**src/rtl/bank_window_decoder.sv**
```systemverilog
module bank_window_decoder #(
  parameter int ADDR_W    = 16,
  parameter int DATA_W    = 8,
  parameter int SRAM_AW   = 19,
  parameter int WIN_AW    = 14,
  parameter int NUM_BANKS = 30,
  parameter logic [15:0] INT_TOP  = 16'h10FF,
  parameter logic [15:0] ETH_BASE = 16'hC000,
  parameter logic [15:0] ETH_TOP  = 16'hCFFF,
  parameter logic [15:0] REG_BASE = 16'hFF00,
  parameter logic [7:0]  IDLE_VAL = 8'hFF
) (
  input  logic               clk,
  input  logic               rst_n,
  input  logic [ADDR_W-1:0]  cpu_addr,
  input  logic               cpu_rd,
  input  logic               cpu_wr,
  input  logic [DATA_W-1:0]  cpu_wdata,
  output logic [DATA_W-1:0]  cpu_rdata,
  output logic               rdata_oe,
  output logic               sram_cs,
  output logic               eth_cs,
  output logic               reg_sel,
  output logic [SRAM_AW-1:0] sram_addr
);
  localparam int BANK_W = SRAM_AW - WIN_AW;
  localparam logic [ADDR_W-1:0] WIN_BASE = ADDR_W'(1) << (ADDR_W - 1);
  localparam logic [ADDR_W-1:0] WIN_TOP  = WIN_BASE + (ADDR_W'(1) << WIN_AW) - ADDR_W'(1);
  localparam int FIXED_BANKS = 1 << (ADDR_W - 1 - WIN_AW);

  logic [BANK_W-1:0] bank_q;
  logic [BANK_W-1:0] win_bank;
  logic strobe, in_int, in_fixed, in_win, in_eth, in_reg, in_gap;

  assign strobe   = cpu_rd | cpu_wr;
  assign in_int   = cpu_addr <= ADDR_W'(INT_TOP);
  assign in_fixed = cpu_addr < WIN_BASE;
  assign in_win   = (cpu_addr >= WIN_BASE) && (cpu_addr <= WIN_TOP);
  assign in_eth   = (cpu_addr >= ADDR_W'(ETH_BASE)) && (cpu_addr <= ADDR_W'(ETH_TOP));
  assign in_reg   = cpu_addr >= ADDR_W'(REG_BASE);
  assign in_gap   = !in_fixed && !in_win && !in_eth && !in_reg;

  assign sram_cs  = strobe && ((in_fixed && !in_int) || in_win);
  assign eth_cs   = strobe && in_eth;
  assign reg_sel  = strobe && in_reg;

  assign win_bank = bank_q + BANK_W'(FIXED_BANKS);

  always_comb begin
    if (in_fixed)    sram_addr = SRAM_AW'(cpu_addr);
    else if (in_win) sram_addr = {win_bank, cpu_addr[WIN_AW-1:0]};
    else             sram_addr = '0;
  end

  assign rdata_oe  = cpu_rd && (in_reg || in_gap);
  assign cpu_rdata = in_reg ? DATA_W'(bank_q) : (in_gap ? DATA_W'(IDLE_VAL) : '0);

  always_ff @(posedge clk or negedge rst_n) begin
    if (!rst_n)
      bank_q <= '0;
    else if (cpu_wr && in_reg && (cpu_wdata < DATA_W'(NUM_BANKS)))
      bank_q <= cpu_wdata[BANK_W-1:0];
  end
endmodule


```
**config.mk**
```make
export PLATFORM = sky130hd
export DESIGN_NAME = bank_window_decoder
export DESIGN_NICKNAME = d
export VERILOG_FILES = /design/src/rtl/bank_window_decoder.sv
export SDC_FILE = /design/constraint.sdc
export NUM_CORES = 1
export LEC_CHECK = 0
export BUFFER_PORTS_ARGS = -buffer_cell sky130_fd_sc_hd__buf_4
export CAP_MARGIN = 40
export CORE_MARGIN = 3
export CORE_UTILIZATION = 30
export DETAILED_ROUTE_END_ITERATION = 8
export GPL_ROUTABILITY_DRIVEN = 0
export PLACE_DENSITY_LB_ADDON = 0.1
export SLEW_MARGIN = 15
export SYNTH_ARGS = -nofsm -noshare
export SYNTH_HDL_FRONTEND = slang
export SYNTH_SLANG_ARGS = --single-unit
```
**constraint.sdc**
```tcl
create_clock -name clk -period 1 [get_ports clk]
set_input_delay 0.2 -clock clk [delete_from_list [all_inputs] [get_ports clk]]
set_output_delay 0.2 -clock clk [all_outputs]
set_load 0.005 [all_outputs]
```
==> results of run 1 <==
## Yosys cell counts
| master | number | share of area (%) |
|---|---|---|
| sky130_fd_sc_hd__buf_4 | 2 | 2.8 |
| sky130_fd_sc_hd__xor2_1 | 1 | 1.7 |
| sky130_fd_sc_hd__nand4_1 | 2 | 2.4 |
| sky130_fd_sc_hd__and4_1 | 1 | 1.7 |
| sky130_fd_sc_hd__and2_1 | 14 | 17 |
| sky130_fd_sc_hd__xnor2_1 | 1 | 1.7 |
| sky130_fd_sc_hd__nor4_1 | 1 | 1.2 |
| sky130_fd_sc_hd__o211ai_1 | 1 | 1.4 |
| sky130_fd_sc_hd__o41ai_1 | 1 | 1.7 |
| sky130_fd_sc_hd__nand3_1 | 1 | 0.95 |
| sky130_fd_sc_hd__clkbuf_1 | 1 | 0.71 |
| sky130_fd_sc_hd__inv_1 | 2 | 1.4 |
| sky130_fd_sc_hd__mux2_2 | 5 | 11 |
| sky130_fd_sc_hd__nand2_1 | 2 | 1.4 |
| sky130_fd_sc_hd__nor4_4 | 1 | 4.0 |
| sky130_fd_sc_hd__ha_1 | 1 | 2.4 |
| sky130_fd_sc_hd__or4b_4 | 1 | 2.6 |
| sky130_fd_sc_hd__a21o_1 | 5 | 7.1 |
| sky130_fd_sc_hd__a21oi_1 | 1 | 0.95 |
| sky130_fd_sc_hd__nor2_1 | 7 | 5.0 |
| sky130_fd_sc_hd__nor3_1 | 2 | 1.9 |
| sky130_fd_sc_hd__dfrtp_1 | 5 | 24 |
| sky130_fd_sc_hd__nand2b_1 | 1 | 1.2 |
| sky130_fd_sc_hd__mux2i_1 | 1 | 1.9 |
| sky130_fd_sc_hd__o21ba_2 | 1 | 1.9 |
| sky130_fd_sc_hd__o21ai_0 | 1 | 0.95 |
## repair_timing
| item | 4_1_cts |
|---|---|
| gates resized for setup | 43 |
| pin swaps | 18 |
| hold buffers | 1 |
| endpoints found under the setup margin | 36 |
| hold endpoints to repair | 5 |
| buffers inserted | 9 |
## kinds of logic after synthesis
| group | Yosys count |
|---|---|
| simple gates | 33 |
| mux | 6 |
| xor+xnor | 2 |
| flops | 5 |
| buf+inv | 5 |
| fa+ha+maj | 1 |
| compound gates | 10 |
## stage by stage
stage | hold WS, ns | worst slack, ns
after detailed placement | 0.005479 | -0.6424
after global placement | 0.004088 | -0.6411
after CTS | 0.1883 | -0.3745
after floorplan | -0.09559 | -0.4741
==> flow_summary.html, run 1 <==
<table>
<tr><th>Metric</th><th>Value</th></tr>
<tr><th colspan="2">Synthesis</th></tr>
<tr><td>Post-synth design cell area</td><td>526.8 um2</td></tr>
<tr><td>Mux cell area share after synthesis</td><td>12.59%</td></tr>
<tr><td>Area fraction in and, or, nand and nor cells after synthesis</td><td>38.95%</td></tr>
<tr><td>Sequential cell area fraction in the yosys report</td><td>23.75%</td></tr>
<tr><td>Synthesized-area fraction occupied by adder cells</td><td>2.375%</td></tr>
<tr><td>Synth warn</td><td>0</td></tr>
<tr><td>Main combinational cell family by area after synthesis</td><td>simple AND/OR/NAND/NOR gates</td></tr>
<tr><td>Count of cell types in the netlist</td><td>26</td></tr>
<tr><td>Net count of the mapped netlist</td><td>91</td></tr>
<tr><td>Fraction of the mapped netlist area in compound gates</td><td>14.01%</td></tr>
<tr><td>XOR/XNOR share of the synthesized area</td><td>3.325%</td></tr>
<tr><td>Average cell area after synthesis</td><td>8.496 um2</td></tr>
<tr><td>Register bit total from synthesis</td><td>5</td></tr>
<tr><td>Cells after Synth</td><td>62</td></tr>
<tr><th colspan="2">Floorplan</th></tr>
<tr><td>Rows</td><td>14</td></tr>
<tr><td>Floorplan die width</td><td>47.90 um</td></tr>
<tr><td>Initial cell density of the core</td><td>33.41%</td></tr>
<tr><td>Die Height</td><td>47.90 um</td></tr>
<tr><td>I/O pin cnt</td><td>59</td></tr>
<tr><th colspan="2">Clock network</th></tr>
<tr><td>Sink Count</td><td>5</td></tr>
<tr><td>Buffer depth of the longest clock path</td><td>2</td></tr>
<tr><td>Number of H-tree levels</td><td>1</td></tr>
<tr><td>Clock Tree Root</td><td>sky130_fd_sc_hd__clkbuf_4</td></tr>
<tr><td>Number of clock buffers inserted by TritonCTS</td><td>3</td></tr>
<tr><th colspan="2">Placement</th></tr>
<tr><td>Detailed placement HPWL</td><td>1734 um</td></tr>
<tr><td>Placed instance area</td><td>1126 um2</td></tr>
<tr><td>Number of placed instances, taps included</td><td>151</td></tr>
<tr><td>Port-buffer cells</td><td>58</td></tr>
<tr><th colspan="2">Outcome</th></tr>
<tr><td>Outcome</td><td>stopped before the end</td></tr>
<tr><td>Stop Error</td><td>[ERROR DPL-0033] detailed placement checks failed during check placement.</td></tr>
<tr><td>Last step reached</td><td>global routing (5_1_grt)</td></tr>
<tr><th colspan="2">STA</th></tr>
<tr><td>Type of the worst endpoint after the last repair</td><td>top-level output</td></tr>
<tr><td>Worst-path endpoint after global-route repair_timing</td><td>sram_addr[17]</td></tr>
<tr><th colspan="2">Global route</th></tr>
<tr><td>Initial antenna violation count</td><td>0</td></tr>
<tr><td>Pin count of the biggest net entering global routing</td><td>15</td></tr>
</table>
==> run 2, diff against run 1 <==
--- a/config.mk
+++ b/config.mk
@@ -7,11 +7,11 @@
 export LEC_CHECK = 0
 export BUFFER_PORTS_ARGS = -buffer_cell sky130_fd_sc_hd__buf_4
 export CAP_MARGIN = 40
-export CORE_MARGIN = 3
-export CORE_UTILIZATION = 30
+export CORE_AREA = 3 3 64 66
 export DETAILED_ROUTE_END_ITERATION = 8
+export DIE_AREA = 0 0 67 69
 export GPL_ROUTABILITY_DRIVEN = 0
-export PLACE_DENSITY_LB_ADDON = 0.1
+export PLACE_DENSITY_LB_ADDON = 0.15
 export SLEW_MARGIN = 15
 export SYNTH_ARGS = -nofsm -noshare
 export SYNTH_HDL_FRONTEND = slang
==> constraint.sdc (replaced) <==
create_clock -name clk -period 1.3 [get_ports clk]
set_input_delay 0.26 -clock clk [delete_from_list [all_inputs] [get_ports clk]]
set_output_delay 0.26 -clock clk [all_outputs]
set_load 0.005 [all_outputs]
==> flow_summary.html, run 2 <==
<table>
<tr><th>Metric</th><th>Value</th></tr>
<tr><th colspan="2">Cells and area</th></tr>
<tr><td>Most frequent cells in the layout</td><td>58 x sky130_fd_sc_hd__buf_4, 21 x sky130_fd_sc_hd__buf_6, 14 x sky130_fd_sc_hd__and2_1</td></tr>
<tr><td>Post-route design area</td><td>1374 um2</td></tr>
<tr><td>Commonest non-fill, non-tap cell in the layout</td><td>sky130_fd_sc_hd__buf_4</td></tr>
<tr><td>Flip-flop count of the largest register after layout</td><td>5</td></tr>
<tr><td>Most flops, register</td><td>bank_q</td></tr>
<tr><td>Final Net Count</td><td>173</td></tr>
<tr><td>Layout filler cell count</td><td>399</td></tr>
<tr><td>Antenna Diode Count</td><td>0</td></tr>
<tr><td>Sequential cell area in the final layout</td><td>127.6 um2</td></tr>
<tr><td>Post-synthesis to final-layout area growth</td><td>160.8%</td></tr>
<tr><td>Layout cell share with drive strength beyond 1</td><td>70.63%</td></tr>
<tr><td>Registers with the most flip-flops</td><td>bank_q (5)</td></tr>
<tr><td>Area of combinational cells with multiple inputs</td><td>451.7 um2</td></tr>
<tr><td>Cell Count, Final, Fillers Out</td><td>191</td></tr>
<tr><th colspan="2">Route</th></tr>
<tr><td># DRC</td><td>0</td></tr>
<tr><td>Final wirelength</td><td>2314 um</td></tr>
<tr><td>Via/cell ratio</td><td>4.063</td></tr>
<tr><td>Number of iterations in the first detailed-routing pass</td><td>4</td></tr>
<tr><td>Total vias in the final route</td><td>776</td></tr>
<tr><td>Number of nets with antenna violations after detailed routing</td><td>0</td></tr>
<tr><td>Starting DRT DRC Count</td><td>10</td></tr>
<tr><td>Wirelength per Cell</td><td>12.12 um</td></tr>
<tr><th colspan="2">Synthesis</th></tr>
<tr><td>Count of cell types in the netlist</td><td>26</td></tr>
<tr><td>Net count of the mapped netlist</td><td>91</td></tr>
<tr><td>FFs w/ async S/R, synth</td><td>100.0%</td></tr>
<tr><td>Most numerous cell types in the synthesized netlist</td><td>14 x sky130_fd_sc_hd__and2_1, 7 x sky130_fd_sc_hd__nor2_1, 5 x sky130_fd_sc_hd__a21o_1, 5 x sky130_fd_sc_hd__dfrtp_1, 5 x sky130_fd_sc_hd__mux2_2</td></tr>
<tr><td>Register bit total from synthesis</td><td>5</td></tr>
<tr><td>Count of flip-flops with a built-in enable after synthesis</td><td>0</td></tr>
<tr><td>Cell type with the largest total area after synthesis</td><td>sky130_fd_sc_hd__dfrtp_1</td></tr>
<tr><td>Cells after Synth</td><td>62</td></tr>
<tr><td>Post-synth design cell area</td><td>526.8 um2</td></tr>
<tr><td>Largest cells by area after synthesis</td><td>sky130_fd_sc_hd__dfrtp_1 24%, sky130_fd_sc_hd__and2_1 17%, sky130_fd_sc_hd__mux2_2 11%, sky130_fd_sc_hd__a21o_1 7.1%, sky130_fd_sc_hd__nor2_1 5.0%</td></tr>
<tr><td>Average cell area after synthesis</td><td>8.496 um2</td></tr>
<tr><td>Synth warn</td><td>0</td></tr>
<tr><td>Yosys top cell area share</td><td>23.75%</td></tr>
<tr><td>Sequential cell area fraction in the yosys report</td><td>23.75%</td></tr>
<tr><td>Leading cell type by number of instances after synthesis</td><td>sky130_fd_sc_hd__and2_1</td></tr>
<tr><td>Ys flop type</td><td>sky130_fd_sc_hd__dfrtp_1</td></tr>
<tr><th colspan="2">Clock network</th></tr>
<tr><td>Worst-path clk slew</td><td>0.04 ns</td></tr>
<tr><td>Insertion delay of the later-clocked pin in the worst-skew pair</td><td>0.22 ns</td></tr>
<tr><td>CTS tree</td><td>done</td></tr>
<tr><td>Buffer depth of the longest clock path</td><td>2</td></tr>
<tr><td>Number of clock buffers inserted by TritonCTS</td><td>3</td></tr>
<tr><td>Number of H-tree levels</td><td>1</td></tr>
<tr><td>Sink Count</td><td>5</td></tr>
<tr><td>Clock Tree Root</td><td>sky130_fd_sc_hd__clkbuf_8</td></tr>
<tr><th colspan="2">STA</th></tr>
<tr><td>Max transition margin</td><td>83.68%</td></tr>
<tr><td>Post-route clock period utilization</td><td>109.8%</td></tr>
<tr><td>Worst setup slack after layout</td><td>-0.1273 ns</td></tr>
<tr><td>Worst clock skew on the final layout</td><td>0 ns</td></tr>
<tr><td>RSZ-0062 raised after global routing</td><td>true</td></tr>
<tr><td>Final number of setup-violating endpoints</td><td>17</td></tr>
<tr><td>Final-report max-slew violation count</td><td>0</td></tr>
<tr><td>Measured slew at the worst slew-check pin</td><td>0.2422 ns</td></tr>
<tr><td>Final hold viol count</td><td>0</td></tr>
<tr><td>Max Clock Freq</td><td>700.6 MHz</td></tr>
<tr><td>Final period demand of the worst path</td><td>1.427 ns</td></tr>
<tr><th colspan="2">Setup path</th></tr>
<tr><td>Crit Path Category</td><td>in -&gt; out</td></tr>
<tr><td>Crit path capture type</td><td>output pin</td></tr>
<tr><td>Req. time, crit path</td><td>1.04 ns</td></tr>
<tr><td>Critical path launch point type</td><td>input port</td></tr>
<tr><td>Crit path arrival time</td><td>1.17 ns</td></tr>
<tr><td>Maximum net fanout on the critical path</td><td>6</td></tr>
<tr><th colspan="2">Floorplan</th></tr>
<tr><td>Die Height</td><td>69 um</td></tr>
<tr><td>Rows</td><td>22</td></tr>
<tr><td>Initial cell density of the core</td><td>14.50%</td></tr>
<tr><td>Area of the placeable core</td><td>3633 um2</td></tr>
<tr><td>Floorplan die width</td><td>67 um</td></tr>
<tr><td>I/O pin cnt</td><td>59</td></tr>
<tr><td>DIE AREA</td><td>4623 um2</td></tr>
<tr><th colspan="2">Global route</th></tr>
<tr><td>First-pass GRT wire length</td><td>3677 um</td></tr>
<tr><td>Vias in the first global route</td><td>766</td></tr>
<tr><td>Overall overflow remaining after global route</td><td>0</td></tr>
<tr><td>Overall routing resource usage</td><td>9.954%</td></tr>
<tr><td>Initial antenna violation count</td><td>0</td></tr>
<tr><td>Pin count of the biggest net entering global routing</td><td>8</td></tr>
<tr><th colspan="2">Placement</th></tr>
<tr><td>Number of placed instances, taps included</td><td>182</td></tr>
<tr><td>Port-buffer cells</td><td>58</td></tr>
<tr><td>Placed instance area</td><td>1131 um2</td></tr>
<tr><td>Detailed placement HPWL</td><td>1891 um</td></tr>
<tr><th colspan="2">Outcome</th></tr>
<tr><td>Outcome</td><td>finished, violations left</td></tr>
<tr><td>Violated checks</td><td>setup timing</td></tr>
<tr><th colspan="2">Pwr</th></tr>
<tr><td>Total design power</td><td>740.3 uW</td></tr>
<tr><td>Power Density</td><td>538.9 nW/um2</td></tr>
<tr><td>Leak pwr</td><td>0.6918 nW</td></tr>
<tr><td>Maximum vdd ir drop</td><td>389.1 uV</td></tr>
<tr><th colspan="2">Job</th></tr>
<tr><td>Max-cap check violation count</td><td>0</td></tr>
<tr><th colspan="2">Worst hold path</th></tr>
<tr><td>Hold Path Class</td><td>in -&gt; reg</td></tr>
</table>
run 2: per-layer routing:
metal  vias to the layer above  part of all wire, %  global-route usage [%]
met5                         -                    0                       0
met4                         0                    0                   1.351
met3                         0                   15                   3.746
met2                        50                   45                   15.83
met1                       346                   40                   12.97
li1                        380                    -                       -
run 2: repair_timing:
action	in CTS	in global routing
hold buffers	1	0
endpoints found under the setup margin	29	23
cloned	0	0
pin swaps	6	5
setup buffers	5	1
gates resized for setup	32	9
hold endpoints to repair	5	0
run 2: power breakdown:
part | total [mW] | internal, mW | switching (mW) | leakage (nW)
clock | 0.283 | 0.210 | 0.0731 | 0.0228
combinational | 0.297 | 0.196 | 0.101 | 0.603
sequential | 0.160 | 0.158 | 0.00167 | 0.0664
run 2: area by class of cell:
| class | count | area share (%) |
|---|---|---|
| inverters | 2 | 0.5464 |
| multi-input cells | 52 | 32.88 |
| repair buffers | 80 | 49.64 |
| clock buffers | 4 | 3.279 |
| well taps | 48 | 4.372 |
| flip-flops and latches | 5 | 9.290 |
run 2: worst paths after layout:
kind | from | slack (ns) | depth (start not counted) | end
setup / recovery | cpu_addr[13] | -0.13 | 6 | cpu_rdata[1]
hold / removal | cpu_wdata[1] | 0.28 | 2 | bank_q[1]
setup reg to reg | bank_q[1] | 0.33 | 2 | bank_q[1]
hold reg to reg | bank_q[0] | 0.55 | 1 | bank_q[0]
max in group asynchronous | rst_n | 0.80 | 2 | bank_q[2]
min in group asynchronous | rst_n | 0.38 | 2 | bank_q[0]
run 2: critical path, stage by stage:
cell	delay [ns]
sky130_fd_sc_hd__buf_6	0.09
sky130_fd_sc_hd__buf_6	0.10
sky130_fd_sc_hd__o211ai_1	0.21
sky130_fd_sc_hd__o21ba_4	0.21
sky130_fd_sc_hd__a21o_1	0.17
sky130_fd_sc_hd__buf_6	0.11
run 2: kinds of logic (layout without fill, tap and decap cells):
group | after synthesis | after routing | share of synthesized area (%)
adder cells (fa/ha/maj) | 1 | 1 | 2.375
multiplexers | 6 | 6 | 12.59
buffers and inverters | 5 | 86 | 4.987
flip-flops | 5 | 5 | 23.75
XOR/XNOR | 2 | 2 | 3.326
AO/OA/AOI/OAI | 10 | 10 | 14.01
AND/OR/NAND/NOR | 33 | 33 | 38.96
run 2: metrics by stage:
step	TNS (ns)	hold slack [ns]	util, %	worst slack [ns]
finish	-1.693	0.2828	37.81	-0.1273
global route	-2.747	0.2824	37.81	-0.2214
CTS	-1.874	0.2797	37.12	-0.1413
detailed placement	-3.871	0.06784	31.13	-0.3889
global placement	-3.802	0.06481	31.13	-0.3733
floorplan	-1.171	-0.03559	-	-0.2341
(Power assumes the default switching activity.)
